[src/rtl/irq_latch_pkg.sv]
package irq_latch_pkg;
  localparam int unsigned NUM_LINES_DEF = 8;

  typedef struct packed {
    logic set;
    logic clr;
    logic ack;
    logic init;
  } line_evt_t;
endpackage

[src/rtl/irq_latch_mode_reg.sv]
module irq_latch_mode_reg #(
  parameter int unsigned WIDTH = 8
) (
  input  logic             clk_i,
  input  logic             rst_ni,
  input  logic             we_i,
  input  logic [WIDTH-1:0] wdata_i,
  output logic [WIDTH-1:0] mode_o
);
  logic [WIDTH-1:0] mode_q;

  always_ff @(posedge clk_i or negedge rst_ni) begin
    if (!rst_ni)   mode_q <= '0;
    else if (we_i) mode_q <= wdata_i;
  end

  assign mode_o = mode_q;

  AST_MODE_WRITE: assert property (@(posedge clk_i) disable iff (!rst_ni)
    we_i |=> (mode_q == $past(wdata_i)));
  AST_MODE_HOLD: assert property (@(posedge clk_i) disable iff (!rst_ni)
    !we_i |=> $stable(mode_q));
endmodule

[src/rtl/irq_latch_cell.sv]
module irq_latch_cell
  import irq_latch_pkg::*;
(
  input  logic      clk_i,
  input  logic      rst_ni,
  input  line_evt_t evt_i,
  input  logic      lvl_mode_i,
  output logic      req_o,
  output logic      level_o
);
  logic req_q, level_q;
  logic req_d, level_d;
  logic latch;

  always_comb begin
    latch   = 1'b0;
    req_d   = req_q;
    level_d = level_q;
    if (evt_i.init) begin
      req_d   = 1'b0;
      level_d = 1'b0;
    end else begin
      if (evt_i.set) begin
        level_d = 1'b1;
        latch   = lvl_mode_i || !level_q;
      end else if (evt_i.clr) begin
        level_d = 1'b0;
        if (lvl_mode_i) req_d = 1'b0;
      end
      if (latch)          req_d = 1'b1;
      else if (evt_i.ack) req_d = 1'b0;
    end
  end

  always_ff @(posedge clk_i or negedge rst_ni) begin
    if (!rst_ni) begin
      req_q   <= 1'b0;
      level_q <= 1'b0;
    end else begin
      req_q   <= req_d;
      level_q <= level_d;
    end
  end

  assign req_o   = req_q;
  assign level_o = level_q;

  AST_EDGE_LATCH: assert property (@(posedge clk_i) disable iff (!rst_ni)
    (evt_i.set && !evt_i.init && !lvl_mode_i && !level_q) |=> req_q);
  AST_EDGE_NO_RELATCH: assert property (@(posedge clk_i) disable iff (!rst_ni)
    (evt_i.set && !evt_i.init && !lvl_mode_i && level_q && !evt_i.ack) |=> $stable(req_q));
  AST_LEVEL_LATCH: assert property (@(posedge clk_i) disable iff (!rst_ni)
    (evt_i.set && !evt_i.init && lvl_mode_i) |=> req_q);
  AST_SET_LEVEL: assert property (@(posedge clk_i) disable iff (!rst_ni)
    (evt_i.set && !evt_i.init) |=> level_q);
  AST_CLR_LEVEL: assert property (@(posedge clk_i) disable iff (!rst_ni)
    (evt_i.clr && !evt_i.set && !evt_i.init) |=> !level_q);
  AST_CLR_LVL_MODE: assert property (@(posedge clk_i) disable iff (!rst_ni)
    (evt_i.clr && !evt_i.set && !evt_i.init && lvl_mode_i) |=> !req_q);
  AST_EDGE_PERSIST: assert property (@(posedge clk_i) disable iff (!rst_ni)
    (evt_i.clr && !evt_i.set && !evt_i.init && !evt_i.ack && !lvl_mode_i) |=> $stable(req_q));
  AST_INIT_CLEAR: assert property (@(posedge clk_i) disable iff (!rst_ni)
    evt_i.init |=> (!req_q && !level_q));
  AST_ACK_CLEAR: assert property (@(posedge clk_i) disable iff (!rst_ni)
    (evt_i.ack && !evt_i.set) |=> !req_q);
endmodule

[src/rtl/irq_req_latch.sv]
module irq_req_latch
  import irq_latch_pkg::*;
#(
  parameter int unsigned NUM_LINES = NUM_LINES_DEF
) (
  input  logic                 clk_i,
  input  logic                 rst_ni,
  input  logic [NUM_LINES-1:0] set_i,
  input  logic [NUM_LINES-1:0] clr_i,
  input  logic [NUM_LINES-1:0] ack_clr_i,
  input  logic                 init_i,
  input  logic                 mode_we_i,
  input  logic [NUM_LINES-1:0] mode_wdata_i,
  output logic [NUM_LINES-1:0] mode_o,
  output logic [NUM_LINES-1:0] req_o,
  output logic [NUM_LINES-1:0] level_o
);
  logic [NUM_LINES-1:0] mode;

  irq_latch_mode_reg #(.WIDTH(NUM_LINES)) u_mode (
    .clk_i   (clk_i),
    .rst_ni  (rst_ni),
    .we_i    (mode_we_i),
    .wdata_i (mode_wdata_i),
    .mode_o  (mode)
  );

  for (genvar g = 0; g < NUM_LINES; g++) begin : g_line
    line_evt_t evt;
    assign evt = '{set: set_i[g], clr: clr_i[g], ack: ack_clr_i[g], init: init_i};
    irq_latch_cell u_cell (
      .clk_i      (clk_i),
      .rst_ni     (rst_ni),
      .evt_i      (evt),
      .lvl_mode_i (mode[g]),
      .req_o      (req_o[g]),
      .level_o    (level_o[g])
    );
  end

  assign mode_o = mode;

  AST_SET_OVER_CLR: assert property (@(posedge clk_i) disable iff (!rst_ni)
    (!init_i && |(set_i & clr_i)) |=> ((level_o & $past(set_i & clr_i)) == $past(set_i & clr_i)));
  AST_RESET_STATE: assert property (@(posedge clk_i)
    $rose(rst_ni) |-> (req_o == '0 && level_o == '0 && mode_o == '0));
endmodule

[config.mk]
export PLATFORM = sky130hd
export DESIGN_NAME = irq_req_latch
export DESIGN_NICKNAME = d
export VERILOG_FILES = /design/src/rtl/irq_latch_pkg.sv /design/src/rtl/irq_latch_mode_reg.sv /design/src/rtl/irq_latch_cell.sv /design/src/rtl/irq_req_latch.sv
export SDC_FILE = /design/constraint.sdc
export NUM_CORES = 1
export LEC_CHECK = 0
export ABC_AREA = 1
export BUFFER_PORTS_ARGS = -buffer_cell sky130_fd_sc_hd__buf_4
export CAP_MARGIN = 20
export CORE_AREA = 2 2 67 69
export CTS_BUF_LIST = sky130_fd_sc_hd__clkbuf_4 sky130_fd_sc_hd__clkbuf_8
export DETAILED_ROUTE_END_ITERATION = 10
export DIE_AREA = 0 0 69 71
export GPL_TIMING_DRIVEN = 0
export PLACE_DENSITY_LB_ADDON = 0.25
export SYNTH_ARGS = -nofsm -noshare
export SYNTH_HDL_FRONTEND = slang
export SYNTH_SLANG_ARGS = --single-unit
[constraint.sdc]
create_clock -name clk_i -period 1.75 [get_ports clk_i]
set_input_delay 0.35 -clock clk_i [delete_from_list [all_inputs] [get_ports clk_i]]
set_output_delay 0.35 -clock clk_i [all_outputs]
set_load 0.02 [all_outputs]
# Word level (Yosys, flattened, before mapping)

Index checks and enable logic that the tools add are counted.

Input port bits: 36
Bits in registers: 24

Multiplexer cells: 88
Eq/ne operators: 8
Reduce and logical (&&, ||, !) cells: 48

Operators with widths:

| kind                                          | number |
|---|---|
| 2-to-1 mux 1 bit                              | 88 |
| nonzero test 4 bit                            | 16 |
| != test 4 x 1 -> 1 bit, second input constant | 8 |
| AND reduction 3 bit                           | 8 |
| nonzero test 3 bit                            | 8 |
| logical NOT 1 bit                             | 8 |
| logical OR 1 bit                              | 8 |

# Depth between registers and ports, before layout

Gate-level depths: netlist of the first run.

Depth after elaboration: 6
Depth in mapped cells: 4
Gate-level depth less buffers: 4

# Cells and area by module

A second synthesis of the first run with hierarchy kept.

Cells, all modules: 130
Area total of the unflattened synthesis: 1,066.0 um^2

By module, submodules not included:

| module             | instances | area each (um^2) | cells each |
|---|---|---|---|
| irq_latch_cell     | 8         | 95.1             | 12 |
| irq_latch_mode_reg | 1         | 305.3            | 34 |

# Worst setup path before layout of the first run

Ideal clock, no wire load.

Path type: register to output
Start point: reg u_mode.mode_q[0] (netlist: u_mode.mode_o[0])
End point: out mode_o[0]
Slack: 0.883 ns
Cell stages (with the launch flop): 2
Arrival: 0.517 ns
Buffers on the path: 1
Cell sequence: dfrtp_1 > buf_4

RTL lines:

| what                   | RTL line                 | RTL |
|---|---|---|
| from (decl)            | irq_latch_mode_reg.sv:10 | `logic [WIDTH-1:0] mode_q;` |
| from (signal assigned) | irq_latch_mode_reg.sv:14 | `else if (we_i) mode_q <= wdata_i;` |
| to (decl)              | irq_req_latch.sv:14      | `output logic [NUM_LINES-1:0] mode_o,` |

No word-level cell between the ends.

# Final worst setup path of the first run

Start point: reg u_mode.mode_q[6] (netlist: u_mode.mode_o[6])
End point: out mode_o[6]

No word-level cell between the ends.

==> flow_summary.yaml, run 1 <==
min_path:
  hp-start: "init_i"
  holdCritPathClass: "input pin to register"
  worstHoldEndpoint: "g_line[0].u_cell.req_o"
  timing.hold.worst_path_depth: 2
worst_setup_path:
  worstPathCellList: "buf_4 > buf_4"
  kind_of_cell_adding_the_most_delay_to_the_critical_path: "flip-flops"
  worst_setup_path_end_kind: "output port"
  worst-setup-path-type: "register to output port"
  timing.critical_path.from_type: "register"
  worstSetupPathDepth: 2
  capturing_point_of_the_worst_reg2reg_path: "g_line[6].u_cell.req_o"
  r2r-start: "u_mode.mode_o[6]"
  timing.critical_path.mode_cell: "buf_4"
  cp.required_ps: 1400
  cp.arrival_ps: 950
  r2r_setup_slack_ps: 980
  worst_path_largest_cell_delay_ps: 410
  critical_path.n_buffers_inverters: 2
  cp_slowest_cell: "dfrtp_1"
  critPathMaxFanout: 3
  worst-r2r-cell-count: 4
cts:
  tritoncts: "done"
  cts-buffers-inserted: 3
  cts-htree-levels: 1
  clock_tree_root_buffer_cell: "clkbuf_8"
  cts.sinks: 24
  cts.repair_timing.setup_buffer_count: 0
  clock_slew_seen_by_the_registers_of_the_worst_setup_and_hold_paths_ps: 90
  clock_tree.buffer_depth: 2
  cts_repair_resize_count: 0
  clk_latency_ps: 260
  cts.hold.buffers_added: 1
timing:
  timing.clock.skew_ps: 3.48
  worst_pin_slew_ps: 308
  totalNegativeSetupSlack_ps: 0
  report.final.setup_viol: 0
  min_period_over_period: 0.741
  grt_setup_unrepaired: "false"
  finalHoldViolCount: 0
  max_freq_ghz: 0.771
  slew_viol_final: 0
  final.min_clock_period_ps: 1300
  slew-limit-headroom: 0.794
  hold_ws_ps: 270
run:
  drv_cap: 0
final_layout:
  diodes: 0
  layout.nets: 247
  final.fill_count: 441
  layoutNonFillerInstCount: 262
  layout-drive-gt1-share: 0.433
  area_delta_synth_final_pct: 46.3
drt:
  average_detailed_routed_wire_length_per_instance_microns: 9.85
  via_per_inst: 4.04
  drt_drc_violations_left: 0
  antenna_left: 0
  initialDrtViolationCount: 48
  vias: 1059
  total_wire_length_after_detailed_routing_microns: 2580
  drt_first_pass_iters: 4
synth:
  netlist_top_cells_area: "dfrtp_1 (49%), buf_4 (15%), nand2_1 (9.8%)"
  post_synth_top_area_cell: "dfrtp_1"
  synth_top_area_share: 0.491
  ys_types: 10
  postSynthNetCount: 183
  synthesized_instance_count: 147
  ys_seq_area_frac: 0.491
  yosysWarnings: 0
  synthesis.area_sq_um: 1220
  post_synthesis_register_bit_count: 24
  postSynthAreaPerCell_sq_um: 8.32
grt:
  antenna_found_initial: 0
  grt_overflow_total: 0
  grt_first_pass_wirelength_microns: 4530
  pin_count_of_the_biggest_net_entering_global_routing: 25
  grt.total_usage: 0.110
  via_count_of_the_first_global_routing_pass: 1039
pwr:
  max-vdd-ir-drop_uv: 238
  p_leak_uw: 0.00101
  powerDensity_nw_per_um2: 745
run_status:
  run_status: "finished clean"
placement:
  io_buffers: 58
  dp_cells: 257
  gp_congestion: 0.702
  hpwlAfterDp_microns: 2040
die:
  die_width_microns: 69
  fp.dieArea_sq_um: 4900
  die_y_microns: 71
  start_util: 0.291
  num_rows: 24
  core_ar_sq_um: 4200
  ios: 60
sequential cells by signal, indices dropped and copies added (netlist names):
register and count:
g_line.u_cell.level_o 8, g_line.u_cell.req_o 8, u_mode.mode_o 8
synth_stat cells:
master / n
nor2_1: 8
buf_6: 3
a21oi_2: 2
o21ai_0: 8
a21oi_1: 14
nand3_1: 8
buf_4: 24
dfrtp_1: 24
inv_1: 24
nand2_1: 32
metrics by stage:
stage | total power (uW) | area [sq um] | utilization | setup WS (ps)
global route | 1410 | 1790 | 0.425 | 401
finish | 1330 | 1790 | 0.425 | 453
CTS | 1350 | 1790 | 0.425 | 441
detailed placement | 978 | 1720 | 0.410 | 738
global placement | 975 | 1720 | 0.410 | 741
floorplan | 817 | 1220 | - | 883
cell type report:
class                   count  area, sq um  area share
well taps                  52         65.1      0.0364
flip-flops and latches     24          601       0.336
clock buffers               4         55.1      0.0308
multi-input cells          72          318       0.178
repair buffers             59          445       0.249
plain buffers              27          214       0.120
inverters                  24         90.1      0.0504
report_power, final:
part | internal [uW] | leakage (uW) | switching [uW]
logic | 185 | 0.000678 | 153
registers | 595 | 0.000303 | 29.0
clock network | 200 | 0.0000288 | 170
total | 981 | 0.00101 | 352
metal layers:
| layer | wire (microns) | part of all wire | up-vias | GRT usage |
|---|---|---|---|---|
| li1 | - | - | 548 | - |
| met4 | 0 | 0 | 0 | 0.0131 |
| met3 | 235 | 0.091 | 0 | 0.0299 |
| met5 | 0 | 0 | - | 0 |
| met1 | 1210 | 0.47 | 471 | 0.150 |
| met2 | 1140 | 0.44 | 40 | 0.184 |
layout by cell type (no fill, tap or decap):
cell type,instances
a21oi_1,14
a21oi_2,2
buf_4,82
buf_6,3
clkbuf_8,4
dfrtp_1,24
dlygate4sd3_1,1
inv_1,24
nand2_1,32
nand3_1,8
nor2_1,8
o21ai_0,8
worst max-delay path by stage:
| stage | startpoint | to |
|---|---|---|
| final | u_mode.mode_o[6] | mode_o[6] |
| after detailed placement | u_mode.mode_o[4] | mode_o[4] |
| after floorplan | u_mode.mode_o[0] | mode_o[0] |
| after global routing | u_mode.mode_o[0] | mode_o[0] |
| after CTS | g_line[3].u_cell.level_o | level_o[3] |
| after global placement | g_line[5].u_cell.level_o | level_o[5] |
cell families after synthesis:
family / share of synthesized area
flip-flops: 0.491
AND/OR/NAND/NOR: 0.156
AO/OA/AOI/OAI: 0.104
buffers and inverters: 0.249
No activity file was read; power rests on OpenSTA's default activity.
==> run 2: changes to the inputs <==
Clock period 1.75 ns to 1.2 ns, I/O delays scaled along.
==> run 2 against run 1 <==
Final area rose by 5.7%. Final cell count rose by 2.3%. Sequential share of layout area fell by 1.8 points. Die area did not move. Via count rose by 3.0%. Clock-buffer cell count did not move. Clock skew barely moved. Critical path depth did not move. Hold slack got worse by 110 ps. Register-to-register slack got worse by 650 ps. Clock power rose by 46%. Critical path type unchanged. Largest cell class unchanged. Largest power group unchanged.
==> flow_summary.yaml, run 2 (same netlist as run 1, synthesis figures left out) <==
die:
  start_util: 0.291
  fp.dieArea_sq_um: 4900
  core_ar_sq_um: 4200
  die_width_microns: 69
  ios: 60
  die_y_microns: 71
  num_rows: 24
placement:
  io_buffers: 58
  hpwlAfterDp_microns: 2040
  dpl_worst_slack_ps: 298
  gp_congestion: 0.702
worst_setup_path:
  cp.arrival_ps: 930
  worst-r2r-cell-count: 5
  r2r-start: "u_mode.mode_o[3]"
  r2r_setup_slack_ps: 330
  worst-setup-path-type: "register to output port"
  capturing_point_of_the_worst_reg2reg_path: "g_line[3].u_cell.req_o"
  critPathMaxFanout: 2
  cp.required_ps: 960
  timing.critical_path.from_type: "register"
  worst_setup_path_end_kind: "output port"
min_path:
  holdCritPathClass: "input pin to register"
  worstHoldEndpoint: "g_line[0].u_cell.req_o"
  timing.hold.worst_path_depth: 2
  hp-start: "init_i"
final_layout:
  layout.nets: 253
  mostFrequentLayoutCell: "buf_4"
  most-common-layout-cells: "buf_4 (73), nand2_1 (32), inv_1 (24), dfrtp_1 (24), buf_6 (18)"
  layout-drive-gt1-share: 0.449
  area_delta_synth_final_pct: 54.6
  diodes: 0
  final.fill_count: 447
drt:
  drt_first_pass_iters: 4
  total_wire_length_after_detailed_routing_microns: 2790
  drt_drc_violations_left: 0
  vias: 1091
  antenna_left: 0
  via_per_inst: 4.07
  average_detailed_routed_wire_length_per_instance_microns: 10.4
  initialDrtViolationCount: 49
timing:
  worst_pin_slew_ps: 310
  report.final.setup_viol: 0
  setup_ws_ps: 30.2
  max_freq_ghz: 0.855
  finalHoldViolCount: 0
  totalNegativeSetupSlack_ps: 0
  timing.clock.skew_ps: 3.48
  final.min_clock_period_ps: 1170
  slew_viol_final: 0
  min_period_over_period: 0.975
  slew-limit-headroom: 0.793
cts:
  tritoncts: "done"
  clock_slew_seen_by_the_registers_of_the_worst_setup_and_hold_paths_ps: 80
  clock_tree.buffer_depth: 2
  cts-htree-levels: 1
  cts-buffers-inserted: 3
  clock_tree_root_buffer_cell: "clkbuf_8"
  clk_latency_ps: 260
  cts.sinks: 24
pwr:
  p_leak_uw: 0.00106
  powerDensity_nw_per_um2: 1060
  max-vdd-ir-drop_uv: 352
grt:
  antenna_found_initial: 0
  pin_count_of_the_biggest_net_entering_global_routing: 25
  via_count_of_the_first_global_routing_pass: 1039
  grt_first_pass_wirelength_microns: 4530
  grt.total_usage: 0.110
  grt_overflow_total: 0
run:
  drv_cap: 0
run_status:
  run_status: "finished clean"
## run 2: changes by cell type in the layout (fill, tap and decap cells not counted)
cell and delta:
buf_4 -9, buf_6 +15
## run 2: metrics by stage
stage          std cells  hold WS (ps)   util  instance area (sq um)  total power [uW]
4_1_cts              262           160  0.425                   1790              1970
2_1_floorplan        147         -55.6      -                   1220              1190
5_1_grt              268           155  0.449                   1890              2120
3_5_place_dp         257           162  0.410                   1720              1430
6_report             268           162  0.449                   1890              2000
3_3_place_gp         257           160  0.410                   1720              1420
## run 2: timing repair
action / in CTS / in global routing
hold buffers: 1 / 0
hold endpoints to repair: 24 / 0
buffers inserted: 0 / 9
endpoints found under the setup margin: 0 / 19
gates resized for setup: 0 / 15
## run 2: worst max-delay path by stage
stage                                   startpoint         end  slack [ps]  cells after the start
after detailed placement          u_mode.mode_o[4]   mode_o[4]         300                      2
after global placement    g_line[5].u_cell.level_o  level_o[5]         300                      2
after global routing              u_mode.mode_o[3]   mode_o[3]          -4                      2
after floorplan                   u_mode.mode_o[0]   mode_o[0]         440                      1
after CTS                 g_line[3].u_cell.level_o  level_o[3]           1                      2
final                     g_line[7].u_cell.level_o  level_o[7]          30                      2
## run 2: metal layers
| metal | GRT usage | vias to the layer above | wire (microns) |
|---|---|---|---|
| met5 | 0 | - | 0 |
| met4 | 0.0131 | 0 | 0 |
| met3 | 0.0299 | 0 | 224 |
| met2 | 0.184 | 40 | 1290 |
| met1 | 0.150 | 489 | 1270 |
| li1 | - | 562 | - |
## run 2: report_power, final
group / total, uW / switching (uW) / internal [uW] / leakage [uW]
sequential: 910 / 42.2 / 868 / 0.000303
clock: 540 / 247 / 292 / 0.0000288
combinational: 550 / 240 / 311 / 0.000724
## run 2: area by class of cell
cell class | count | area [sq um] | area share
Multi-Input combinational cell | 72 | 318 | 0.168
Buffer | 24 | 195 | 0.103
Clock buffer | 4 | 55.1 | 0.0291
Timing Repair Buffer | 68 | 566 | 0.299
Sequential cell | 24 | 601 | 0.318
Inverter | 24 | 90.1 | 0.0477
Tap cell | 52 | 65.1 | 0.0344
## run 2: worst max-delay path, stage by stage (launching register included)
cell	delay (ps)
dfrtp_1	390
buf_4	130
buf_4	150
